--- config.mk ---
export PLATFORM = sky130hd
export DESIGN_NAME = vattr_fetch
export DESIGN_NICKNAME = d
export VERILOG_FILES = /design/src/rtl/vfetch_pkg.sv /design/src/rtl/vf_rec_store.sv /design/src/rtl/vf_addr_gen.sv /design/src/rtl/vf_convert.sv /design/src/rtl/vattr_fetch.sv
export SDC_FILE = /design/constraint.sdc
export NUM_CORES = 2
export LEC_CHECK = 0
export ABC_AREA = 1
export BUFFER_PORTS_ARGS = -buffer_cell sky130_fd_sc_hd__buf_2
export CAP_MARGIN = 20
export CORE_MARGIN = 8
export CORE_UTILIZATION = 30
export DETAILED_ROUTE_END_ITERATION = 6
export PLACE_DENSITY_LB_ADDON = 0.2
export SYNTH_ARGS = -nofsm -noshare
export SYNTH_HDL_FRONTEND = slang
export SYNTH_HIERARCHICAL = 1
export SYNTH_SLANG_ARGS = --single-unit
--- constraint.sdc ---
create_clock -name clk -period 40.2 [get_ports clk]
set_clock_uncertainty 0.2 [all_clocks]
set_input_delay 4.02 -clock clk [delete_from_list [all_inputs] [get_ports clk]]
set_output_delay 4.02 -clock clk [all_outputs]
set_load 0.01 [all_outputs]
--- src/rtl/vfetch_pkg.sv ---
// Shared types for the vertex attribute fetcher.
// Assumes addresses are 32 bits and index-like fields are 16 bits.
package vfetch_pkg;

    localparam int VF_ADDR_W = 32;
    localparam int VF_IDX_W  = 16;
    localparam int VF_CNT_W  = 3;

    typedef enum logic [2:0] {
        ET_F32 = 3'd0,
        ET_S8  = 3'd1,
        ET_U8  = 3'd2,
        ET_S16 = 3'd3,
        ET_U16 = 3'd4
    } elem_t;

    typedef struct packed {
        logic [VF_ADDR_W-1:0] base;
        logic [VF_IDX_W-1:0]  stride;
        logic [VF_IDX_W-1:0]  divisor;
        logic [VF_IDX_W-1:0]  max_idx;
        elem_t                etype;
        logic [VF_CNT_W-1:0]  vsize;
        logic [VF_CNT_W-1:0]  vcnt;
        logic [VF_CNT_W-1:0]  ccnt;
    } attr_rec_t;

    // Byte size of one element of the given type.
    function automatic logic [2:0] elem_bytes(elem_t t);
        case (t)
            ET_F32:        return 3'd4;
            ET_S8, ET_U8:  return 3'd1;
            default:       return 3'd2;
        endcase
    endfunction

endpackage

--- src/rtl/vf_rec_store.sv ---
// Attribute record table plus per-vertex segment sizing.
// Assumes num_attr is already limited to 1..NUM_ATTR by the caller.
module vf_rec_store
    import vfetch_pkg::*;
#(
    parameter int NUM_ATTR = 4,
    parameter int MAX_COMP = 4,
    parameter int SEG_ROWS = 8,
    localparam int AIDX_W  = (NUM_ATTR > 1) ? $clog2(NUM_ATTR) : 1,
    localparam int ACNT_W  = $clog2(NUM_ATTR + 1),
    localparam int RPV_W   = $clog2(NUM_ATTR * MAX_COMP + 1),
    localparam int SEG_W   = $clog2((NUM_ATTR * MAX_COMP + SEG_ROWS - 1) / SEG_ROWS + 1)
) (
    input  logic              clk,
    input  logic              rst_n,
    input  logic              we,
    input  logic [AIDX_W-1:0] wsel,
    input  attr_rec_t         wrec,
    input  logic [AIDX_W-1:0] rsel,
    input  logic              coord,
    input  logic [ACNT_W-1:0] num_attr,
    output attr_rec_t         rrec,
    output logic [SEG_W-1:0]  seg_count
);

    attr_rec_t        recs [NUM_ATTR];
    logic [RPV_W-1:0] rows;

    // Limit a component count to MAX_COMP.
    function automatic logic [VF_CNT_W-1:0] cap(logic [VF_CNT_W-1:0] c);
        return (int'(c) > MAX_COMP) ? VF_CNT_W'(MAX_COMP) : c;
    endfunction

    for (genvar g = 0; g < NUM_ATTR; g++) begin : g_entry
        // Hold one record; load it on a matching write.
        always_ff @(posedge clk) begin
            if (!rst_n) begin
                recs[g] <= '0;
            end else if (we && wsel == AIDX_W'(g)) begin
                recs[g]      <= wrec;
                recs[g].vcnt <= cap(wrec.vcnt);
                recs[g].ccnt <= cap(wrec.ccnt);
            end
        end
    end

    assign rrec = recs[rsel];

    // Sum the components one vertex needs in the selected pass.
    always_comb begin
        rows = '0;
        for (int i = 0; i < NUM_ATTR; i++) begin
            if (ACNT_W'(i) < num_attr)
                rows = rows + RPV_W'(coord ? recs[i].ccnt : recs[i].vcnt);
        end
    end

    assign seg_count = SEG_W'((int'(rows) + SEG_ROWS - 1) / SEG_ROWS);

    // segments cover the rows with less than one spare segment
    p_seg_cover_r9: assert property (@(posedge clk) disable iff (!rst_n)
        (int'(seg_count) * SEG_ROWS >= int'(rows)) &&
        (seg_count == '0 || (int'(seg_count) - 1) * SEG_ROWS < int'(rows)));

endmodule

--- src/rtl/vf_addr_gen.sv ---
// Index selection, clamping and element address for one component.
// Purely combinational; assumes a zero divisor selects the vertex index.
module vf_addr_gen
    import vfetch_pkg::*;
(
    input  attr_rec_t             rec,
    input  logic [VF_IDX_W-1:0]   vidx,
    input  logic [VF_IDX_W-1:0]   inst,
    input  logic [VF_CNT_W-1:0]   comp,
    output logic [VF_IDX_W-1:0]   index,
    output logic [VF_ADDR_W-1:0]  addr
);

    logic [VF_IDX_W-1:0] raw_idx;

    // Pick the vertex or divided instance index, then clamp it.
    always_comb begin
        raw_idx = (rec.divisor == '0) ? vidx : (inst / rec.divisor);
        index   = (raw_idx > rec.max_idx) ? rec.max_idx : raw_idx;
        addr    = rec.base
                + VF_ADDR_W'(index) * VF_ADDR_W'(rec.stride)
                + VF_ADDR_W'(comp) * VF_ADDR_W'(elem_bytes(rec.etype));
    end

endmodule

--- src/rtl/vf_convert.sv ---
// Lane extraction and widening of one element to 32 bits.
// Assumes halfwords are 2-byte aligned so lane[0] is 0 for them.
module vf_convert
    import vfetch_pkg::*;
(
    input  elem_t       etype,
    input  logic [1:0]  lane,
    input  logic [31:0] word,
    output logic [31:0] value
);

    logic [7:0]  byte_v;
    logic [15:0] half_v;

    // Select the addressed lane and extend it by type.
    always_comb begin
        byte_v = 8'(word >> {lane, 3'b000});
        half_v = lane[1] ? word[31:16] : word[15:0];
        case (etype)
            ET_S8:   value = {{24{byte_v[7]}}, byte_v};
            ET_U8:   value = {24'd0, byte_v};
            ET_S16:  value = {{16{half_v[15]}}, half_v};
            ET_U16:  value = {16'd0, half_v};
            default: value = word;
        endcase
    end

endmodule

--- src/rtl/vattr_fetch.sv ---
// Vertex attribute fetcher: walks 16-vertex batches, reads each component
// through a single-outstanding word port and writes the widened values into
// vertex pipe memory, one column per vertex, slots rotating per batch.
// Assumes mem_valid answers each mem_req exactly once, any cycle later.
module vattr_fetch
    import vfetch_pkg::*;
#(
    parameter int NUM_ATTR  = 4,
    parameter int MAX_COMP  = 4,
    parameter int BATCH     = 16,
    parameter int SEG_ROWS  = 8,
    parameter int MAX_SLOTS = 4,
    localparam int AIDX_W    = (NUM_ATTR > 1) ? $clog2(NUM_ATTR) : 1,
    localparam int ACNT_W    = $clog2(NUM_ATTR + 1),
    localparam int COL_W     = $clog2(BATCH),
    localparam int MAX_ROWS  = NUM_ATTR * MAX_COMP,
    localparam int MAX_SEGS  = (MAX_ROWS + SEG_ROWS - 1) / SEG_ROWS,
    localparam int SEG_W     = $clog2(MAX_SEGS + 1),
    localparam int SLOT_ROWS = MAX_SEGS * SEG_ROWS,
    localparam int SLOT_W    = $clog2(MAX_SLOTS),
    localparam int SCNT_W    = $clog2(MAX_SLOTS + 1),
    localparam int ROW_W     = $clog2(SLOT_ROWS * MAX_SLOTS),
    localparam int RCNT_W    = $clog2(SLOT_ROWS + 1)
) (
    input  logic                 clk,
    input  logic                 rst_n,
    input  logic                 rec_we,
    input  logic [AIDX_W-1:0]    rec_sel,
    input  logic [31:0]          rec_base,
    input  logic [15:0]          rec_stride,
    input  logic [15:0]          rec_divisor,
    input  logic [15:0]          rec_max_idx,
    input  logic [2:0]           rec_type,
    input  logic [2:0]           rec_vsize,
    input  logic [2:0]           rec_vcount,
    input  logic [2:0]           rec_ccount,
    input  logic [ACNT_W-1:0]    cfg_num_attr,
    input  logic                 cfg_coord,
    input  logic [SCNT_W-1:0]    cfg_slots,
    input  logic                 start,
    input  logic [15:0]          first_vertex,
    input  logic [15:0]          instance_id,
    output logic                 busy,
    output logic                 done,
    output logic [SEG_W-1:0]     seg_count,
    output logic [SLOT_W-1:0]    batch_slot,
    output logic                 mem_req,
    output logic [31:0]          mem_addr,
    input  logic                 mem_valid,
    input  logic [31:0]          mem_rdata,
    output logic                 vpm_we,
    output logic [ROW_W-1:0]     vpm_row,
    output logic [COL_W-1:0]     vpm_col,
    output logic [31:0]          vpm_data
);

    typedef enum logic [1:0] {S_IDLE, S_REQ, S_WAIT, S_FIN} st_t;

    st_t                 st_q;
    logic [COL_W-1:0]    col_q;
    logic [AIDX_W-1:0]   attr_q;
    logic [VF_CNT_W-1:0] comp_q;
    logic [RCNT_W-1:0]   row_q;
    logic [SLOT_W-1:0]   slot_q;
    logic [SCNT_W-1:0]   slots_q;
    logic [ACNT_W-1:0]   nattr_q;
    logic [ACNT_W-1:0]   nattr_live;
    logic [SCNT_W-1:0]   slots_live;
    logic [15:0]         fv_q;
    logic [15:0]         inst_q;
    logic                coord_q;

    attr_rec_t           wr_rec;
    attr_rec_t           cur;
    logic [15:0]         ag_index;
    logic [31:0]         ag_addr;
    logic [31:0]         conv_val;
    logic [31:0]         fill_val;
    logic [VF_CNT_W-1:0] cnt;
    logic                in_req, skip_attr, fill_now, got, write_now, step;
    logic                last_comp, last_attr, last_col;
    logic                outst_q;

    // Limit the requested record and slot counts to legal ranges.
    always_comb begin
        nattr_live = (cfg_num_attr == '0) ? ACNT_W'(1)
                   : (int'(cfg_num_attr) > NUM_ATTR) ? ACNT_W'(NUM_ATTR) : cfg_num_attr;
        slots_live = (int'(cfg_slots) < 2) ? SCNT_W'(2)
                   : (int'(cfg_slots) > MAX_SLOTS) ? SCNT_W'(MAX_SLOTS) : cfg_slots;
    end

    // Pack the record write fields.
    always_comb begin
        wr_rec.base    = rec_base;
        wr_rec.stride  = rec_stride;
        wr_rec.divisor = rec_divisor;
        wr_rec.max_idx = rec_max_idx;
        wr_rec.etype   = elem_t'(rec_type);
        wr_rec.vsize   = rec_vsize;
        wr_rec.vcnt    = rec_vcount;
        wr_rec.ccnt    = rec_ccount;
    end

    vf_rec_store #(.NUM_ATTR(NUM_ATTR), .MAX_COMP(MAX_COMP), .SEG_ROWS(SEG_ROWS)) u_store (
        .clk(clk), .rst_n(rst_n), .we(rec_we), .wsel(rec_sel), .wrec(wr_rec),
        .rsel(attr_q), .coord(cfg_coord), .num_attr(nattr_live),
        .rrec(cur), .seg_count(seg_count)
    );

    vf_addr_gen u_addr (
        .rec(cur), .vidx(fv_q + 16'(col_q)), .inst(inst_q), .comp(comp_q),
        .index(ag_index), .addr(ag_addr)
    );

    vf_convert u_conv (
        .etype(cur.etype), .lane(ag_addr[1:0]), .word(mem_rdata), .value(conv_val)
    );

    // Decode what the current step does.
    always_comb begin
        cnt       = coord_q ? cur.ccnt : cur.vcnt;
        in_req    = (st_q == S_REQ);
        skip_attr = in_req && (cnt == '0);
        fill_now  = in_req && (cnt != '0) && !(comp_q < cur.vsize);
        mem_req   = in_req && (cnt != '0) && (comp_q < cur.vsize);
        got       = (st_q == S_WAIT) && mem_valid;
        write_now = fill_now || got;
        step      = skip_attr || write_now;
        last_comp = (cnt == '0) || (comp_q == cnt - VF_CNT_W'(1));
        last_attr = (ACNT_W'(attr_q) == nattr_q - ACNT_W'(1));
        last_col  = (col_q == COL_W'(BATCH - 1));
        if (comp_q == VF_CNT_W'(MAX_COMP - 1))
            fill_val = (cur.etype == ET_F32) ? 32'h3F80_0000 : 32'd1;
        else
            fill_val = 32'd0;
    end

    assign mem_addr   = {ag_addr[31:2], 2'b00};
    assign busy       = (st_q != S_IDLE);
    assign batch_slot = slot_q;

    // Batch sequencer, counters and registered memory write.
    always_ff @(posedge clk) begin
        if (!rst_n) begin
            st_q     <= S_IDLE;
            col_q    <= '0;
            attr_q   <= '0;
            comp_q   <= '0;
            row_q    <= '0;
            slot_q   <= '0;
            slots_q  <= SCNT_W'(2);
            nattr_q  <= ACNT_W'(1);
            fv_q     <= '0;
            inst_q   <= '0;
            coord_q  <= 1'b0;
            done     <= 1'b0;
            vpm_we   <= 1'b0;
            vpm_row  <= '0;
            vpm_col  <= '0;
            vpm_data <= '0;
        end else begin
            vpm_we <= 1'b0;
            done   <= 1'b0;
            case (st_q)
                S_IDLE: if (start) begin
                    fv_q    <= first_vertex;
                    inst_q  <= instance_id;
                    coord_q <= cfg_coord;
                    nattr_q <= nattr_live;
                    slots_q <= slots_live;
                    if (SCNT_W'(slot_q) >= slots_live) slot_q <= '0;
                    col_q   <= '0;
                    attr_q  <= '0;
                    comp_q  <= '0;
                    row_q   <= '0;
                    st_q    <= S_REQ;
                end
                S_REQ:  if (mem_req) st_q <= S_WAIT;
                S_FIN: begin
                    done   <= 1'b1;
                    slot_q <= (SCNT_W'(slot_q) + SCNT_W'(1) >= slots_q) ? '0 : slot_q + SLOT_W'(1);
                    st_q   <= S_IDLE;
                end
                default: ;
            endcase
            if (write_now) begin
                vpm_we   <= 1'b1;
                vpm_row  <= ROW_W'(slot_q) * ROW_W'(SLOT_ROWS) + ROW_W'(row_q);
                vpm_col  <= col_q;
                vpm_data <= got ? conv_val : fill_val;
                row_q    <= row_q + RCNT_W'(1);
            end
            if (step) begin
                st_q <= S_REQ;
                if (last_comp) begin
                    comp_q <= '0;
                    if (last_attr) begin
                        attr_q <= '0;
                        row_q  <= '0;
                        if (last_col) st_q <= S_FIN;
                        else          col_q <= col_q + COL_W'(1);
                    end else begin
                        attr_q <= attr_q + AIDX_W'(1);
                    end
                end else begin
                    comp_q <= comp_q + VF_CNT_W'(1);
                end
            end
        end
    end

    // Track an outstanding read for the single-request check.
    always_ff @(posedge clk) begin
        if (!rst_n)         outst_q <= 1'b0;
        else if (mem_req)   outst_q <= 1'b1;
        else if (mem_valid) outst_q <= 1'b0;
    end

    // no new request while a read is pending
    p_one_read_r12: assert property (@(posedge clk) disable iff (!rst_n)
        mem_req |-> !outst_q);

    // done is a single-cycle pulse
    p_done_pulse_r11: assert property (@(posedge clk) disable iff (!rst_n)
        done |=> !done);

    // done arrives with the block idle
    p_done_idle_r11: assert property (@(posedge clk) disable iff (!rst_n)
        done |-> !busy);

    // a requested index never exceeds the record limit
    p_clamp_r4: assert property (@(posedge clk) disable iff (!rst_n)
        mem_req |-> (ag_index <= cur.max_idx));

    // the current slot stays inside the latched slot count
    p_slot_range_r10: assert property (@(posedge clk) disable iff (!rst_n)
        busy |-> (SCNT_W'(batch_slot) < slots_q));

endmodule

# Yosys cells after proc, flatten, opt, wreduce, memory -nomap -nowiden
# Memories as Yosys holds them, arrays and structs flattened. A register that Yosys moved wholly into a read port is not among the register bits.
# Index checks and enable logic that the tools add are counted.
# Widths: inputs -> output; s select.
# classes
addsub,18
n_mul,2
div_mod_pow,1
n_lt_le_gt_ge,13
n_eq_ne,18
shifts,1
n_mux,83
n_bitwise,13
n_reduce_logical,31
# ops
cell,count
$mux 92,4
$pmux 32 s4,1
$mux 3,23
$mux 30,2
$mux 5,10
$mux 16,3
$add 32x32->32,1
$add 32x6->32,1
$mul 16x16->32,1
$mux 32,1
$shr 32x5->8,1
$mux 2,15
$mux 4,6
$add 16x4->16,1
$div 16x16->16,1
$gt 16x16->1,1
$logic_not 16->1,1
$add 5x5->5,3
$mux 1,15
$gt 3x3->1 const B,4
$or 1x1->1,12
$eq 3x2->1 const B,3
$logic_and 1x1->1,9
$logic_not 3->1,3
other kinds (41),58
# word_totals
ff_bits,101
ramBits,368
input_bits,170
out_inout_bits,82
elab_cells,197
mem_count,1
# mem_list
memory,words,word_bits,rd,rd_ports_with_merged_regs,wr,line_no,source
u_store.recs,4,92,5,1,4,vf_rec_store.sv:26,attr_rec_t recs [NUM_ATTR];

# Depth between registers and ports, before layout
# logic_depth
ltp_word,16
mapped_depth,257
mapped_depth_nobuf,247

# Cells and area by module
# Netlist, hierarchy kept.
# by_module_without_submodules
mod,instances,cells_per_inst,area_each_um2,seq_area_each_um2
vf_addr_gen,1,2513,17656.9,0.0
vf_rec_store,1,1550,16280.6,11050.6
vattr_fetch,1,552,4619.4,2021.9
vf_convert,1,232,1073.5,0.0

# Worst setup path after synthesis
# No wires, ideal clock.
# synth_path
path_kind,reg-to-output
startpoint,reg attr_q[0] (netlist name)
endpoint,out mem_addr[31]
arrival_ns,30.610
t_required_ns,35.980
setup_slack_ns,5.370
path_stages_with_launch,232
n_path_buf,11
cell_sequence,dfxtp_1 buf_4 inv_1 buf_2 clkbuf_1 o21ai_0 o22ai_1 inv_1 ha_1 nor2_1 nor2_1 nand4_1 nand2_1 inv_1 ha_1 nand2_1 nand2_1 nand2_1 [196 not listed] fa_1 fa_1 fa_1 inv_1 fa_1 inv_1 ha_1 a21oi_1 o21ai_0 o21bai_1 nand2_1 nand2_1 a21o_1 nand2_1 nand2_1 nand4_1 nand2_1 xnor2_1
# synth_lines
item,line_no,source
end: declaration,vattr_fetch.sv:48,"output logic [31:0] mem_addr,"

==> flow_summary_export.csv <==
group,metric,value,unit
global_routing,grt_overflow,0,
synth,synthArstFlopShare,0,
placed_design,pre_cts_slack,-943,ps
synth,syn_area_per_cell,8.18,µm²
hold_path,min-delay-start,"vpm_row[1]$_SDFFE_PN0N_",
global_routing,grt_pass1_vias,32200,
pwr,switching_share,0.475,
cells_and_area,seq_area,13100,µm²
cells_and_area,drive_above_1_share,0.142,
global_routing,track_usage,0.172,
global_routing,grt_antenna_before_repair,8,
timing,timing.final.crit_period,37640,ps
synth,synth_edf_count,368,
pwr,power_switching,1.37,mW
detailed_routing,drt.antenna.violating_nets,0,
outcome,outcome,"complete, no violations",
worst_setup_path,worstSetupStartpoint,"attr_q[1]$_SDFF_PN0_",
placed_design,dp_hpwl,93900,µm
worst_setup_path,cp_max_fo,22,
pwr,pwr-share-comb,0.611,
global_routing,grt_max_degree,83,
detailed_routing,via_per_inst,4.77,
pwr,finalPower,2.87,mW
synth,yosysSeqAreaShare,0.330,
synth,synthFlopType,"edfxtp_1",
pwr,ir_drop,0.0755,mV
global_routing,grt_pass1_wl,192000,µm
synth,synth.distinct_cells,71,
timing,max_freq,26.6,MHz
cts,clk_pin_slew_worst_paths,60,ps
floorplan,start_util,0.302,
pwr,power_density,62.9,nW/µm²
timing,min_period_over_period,0.936,
timing,slew_viol_final,0,
worst_setup_path,crit_type,"reg -> out",
detailed_routing,drt_wl_total,129000,µm
worst_setup_path,crit_arrival,33420,ps
floorplan,num_rows,133,
timing,fin_ws,2560,ps
synth,synth_area,39600,µm²
floorplan,die_y,379,µm
worst_setup_path,slowest_delay,560,ps
floorplan,die_area,144000,µm²
run,cap_violations,0,
synth,synth_cells,4847,
detailed_routing,wl_per_cell,18.7,µm
floorplan,io_pins,252,
pwr,seq_power_share,0.207,
timing,relSlewSlack,0.303,
cts,cts.path.max_buffers,3,
synth,ys.warnings.count,6,
pwr,clockPowerShare,0.182,
cts,clkSinkCount,469,
timing,finalSetupViolCount,0,
cells_and_area,nNetsFinal,5823,
worst_setup_path,start_kind,"flip-flop",
floorplan,die_w,379,µm
placed_design,io_buffers,249,
hold_path,hold_class,"reg -> reg",
detailed_routing,drt_iter0_markers,2380,
cells_and_area,fin_util,0.348,
worst_setup_path,cp-end-kind,"output pin",
worst_setup_path,cpMostUsedCell,"nand2_1",
worst_setup_path,slowest_stage,"fa_1",
cts,cts_max_level,2,
synth,ys_ff_latch,469,
detailed_routing,vias,32900,
detailed_routing,drc,0,
timing,final.setup.tns,0,ps
detailed_routing,drtPass1Iterations,5,
cts,insertion_delay,670,ps
pwr,leakagePower,22.4,nW
floorplan,coreArea,131000,µm²
cells_and_area,fillers,13900,
timing,worst_pin_slew,1030,ps
cells_and_area,syn_to_final_growth,15.2,%
cts,clockRootBuffer,"clkbuf_16",
placed_design,gp_congestion,0.887,
cts,cts_tree,"done",
worst_setup_path,r2r-start,"attr_q[1]$_SDFF_PN0_",
timing,hold_viol,0,
cells_and_area,multi_input_area,23100,µm²
cts,cts_made_buffers,57,
worst_setup_path,worstPathRequired,35980,ps
pwr,p_int,1.51,mW
-- flip-flops by register name, indices dropped and copies added (netlist names), 3 cells and up --
| signal | cells |
|---|---|
| row_q | 5 |
| comp_q | 3 |
| inst_q | 16 |
| vpm_col | 4 |
| fv_q | 16 |
| nattr_q | 3 |
| u_store/recs | 368 |
| vpm_row | 6 |
| vpm_data | 32 |
| col_q | 4 |
| slots_q | 3 |
-- final cells by class --
cell class	count	area share
Timing Repair inverter	2	0.000274
Clock buffer	84	0.0354
Multi-Input combinational cell	3388	0.506
Timing Repair Buffer	376	0.0500
Clock inverter	24	0.00587
Tap cell	1755	0.0481
Sequential cell	469	0.287
Antenna cell	5	0.000274
Inverter	799	0.0678
-- kinds of logic after synthesis --
group                      count (synthesis)  share of synthesized area
and+or+nand+nor                         1995                      0.217
buffers and inverters                    991                     0.0988
AOI/OAI and AO/OA                        697                      0.103
adders and majority gates                560                      0.221
DFF                                      469                      0.330
xor gates and xnor gates                 130                     0.0287
muxes                                      4                    0.00101
other                                      1                  0.0000946
-- metal layers --
metal / wire length [µm] / GRT usage / up-vias
li1: - / - / 16100
met2: 59100 / 0.275 / 853
met4: 4120 / 0.0565 / 0
met3: 6960 / 0.0266 / 179
met5: 0 / 0 / -
met1: 58800 / 0.237 / 15800
-- synth_stat cells, types with 16 or more instances --
cell / instances / share of area
o22ai_1: 95 / 0.015
dfxtp_1: 101 / 0.051
or2_2: 27 / 0.0043
and2_1: 19 / 0.0030
nand2_1: 774 / 0.073
xor2_1: 91 / 0.020
fa_1: 235 / 0.12
nand3_2: 45 / 0.011
nand2_2: 34 / 0.0054
o21ai_2: 17 / 0.0038
nor2_1: 829 / 0.079
edfxtp_1: 368 / 0.28
nand4_1: 25 / 0.0039
inv_2: 21 / 0.0020
nand3_1: 173 / 0.022
o21bai_1: 16 / 0.0030
ha_1: 325 / 0.10
o21ai_0: 296 / 0.037
nor3_1: 26 / 0.0033
inv_1: 764 / 0.072
a32o_1: 24 / 0.0061
xnor2_1: 39 / 0.0086
a21oi_1: 142 / 0.018
clkbuf_1: 99 / 0.0094
buf_2: 62 / 0.0078
o21ai_1: 26 / 0.0033
-- stage by stage --
| step | std cells | area [µm²] | hold slack, ps |
|---|---|---|---|
| 2_1_floorplan | 4848 | 39600 | 239 |
| 3_3_place_gp | 6713 | 42600 | 230 |
| 4_1_cts | 6829 | 44700 | 249 |
| 5_1_grt | 6900 | 45600 | 269 |
| 6_report | 6902 | 45600 | 247 |
| 3_5_place_dp | 6713 | 42600 | 235 |
-- layout by cell type (no fill, tap or decap), drive strengths merged, types with 8 or more instances in the layout --
master and n:
a211oi 10, a21o 8, a21oi 149, a32o 24, a32oi 9, and2 19
buf 375, clkbuf 85, clkinv 22, clkinvlp 15, dfxtp 101, edfxtp 368
fa 235, ha 325, inv 784, nand2 814, nand3 221, nand4 27
nor2 842, nor3 29, o211ai 10, o21ai 339, o21bai 16, o22ai 95
or2 29, xnor2 39, xor2 91
-- repair_timing --
action,4_1_cts,5_1_grt
resized for setup,20,104
setup endpoints to repair,24,30
gates cloned,0,2
endpoints found under the hold margin,0,0
hold buffers,0,0
setup buffers,8,65
pin swaps,1,19
-- power groups by stage --
| stage | registers (mW) | logic (mW) | clock network [mW] |
|---|---|---|---|
| after floorplan | 0.598 | 1.18 | 0 |
| after global placement | 0.605 | 1.70 | 0 |
| after detailed placement | 0.605 | 1.69 | 0 |
| after CTS | 0.594 | 1.72 | 0.539 |
| after global routing | 0.598 | 1.97 | 0.555 |
| final | 0.593 | 1.75 | 0.523 |
-- path summary, 6_finish.rpt --
check	to	slack [ps]	cells past startpoint
max	mem_addr[26]	2560	217
min	vpm_row[1]$_SDFFE_PN0N_	250	2
max reg2reg	vpm_data[15]$_SDFFE_PN0N_	9180	208
min reg2reg	vpm_row[1]$_SDFFE_PN0N_	250	2
-- critical path, delay by kind of cell, from the launching register on --
family / cells / cell delay (ps)
AND/OR/NAND/NOR: 109 / 11850
adder cells (fa/ha/maj): 24 / 9020
AO/OA/AOI/OAI: 47 / 7370
buffers and inverters: 35 / 3690
flip-flops: 1 / 450
XOR/XNOR: 2 / 260
Note: power is estimated with default switching activity, not from simulation.
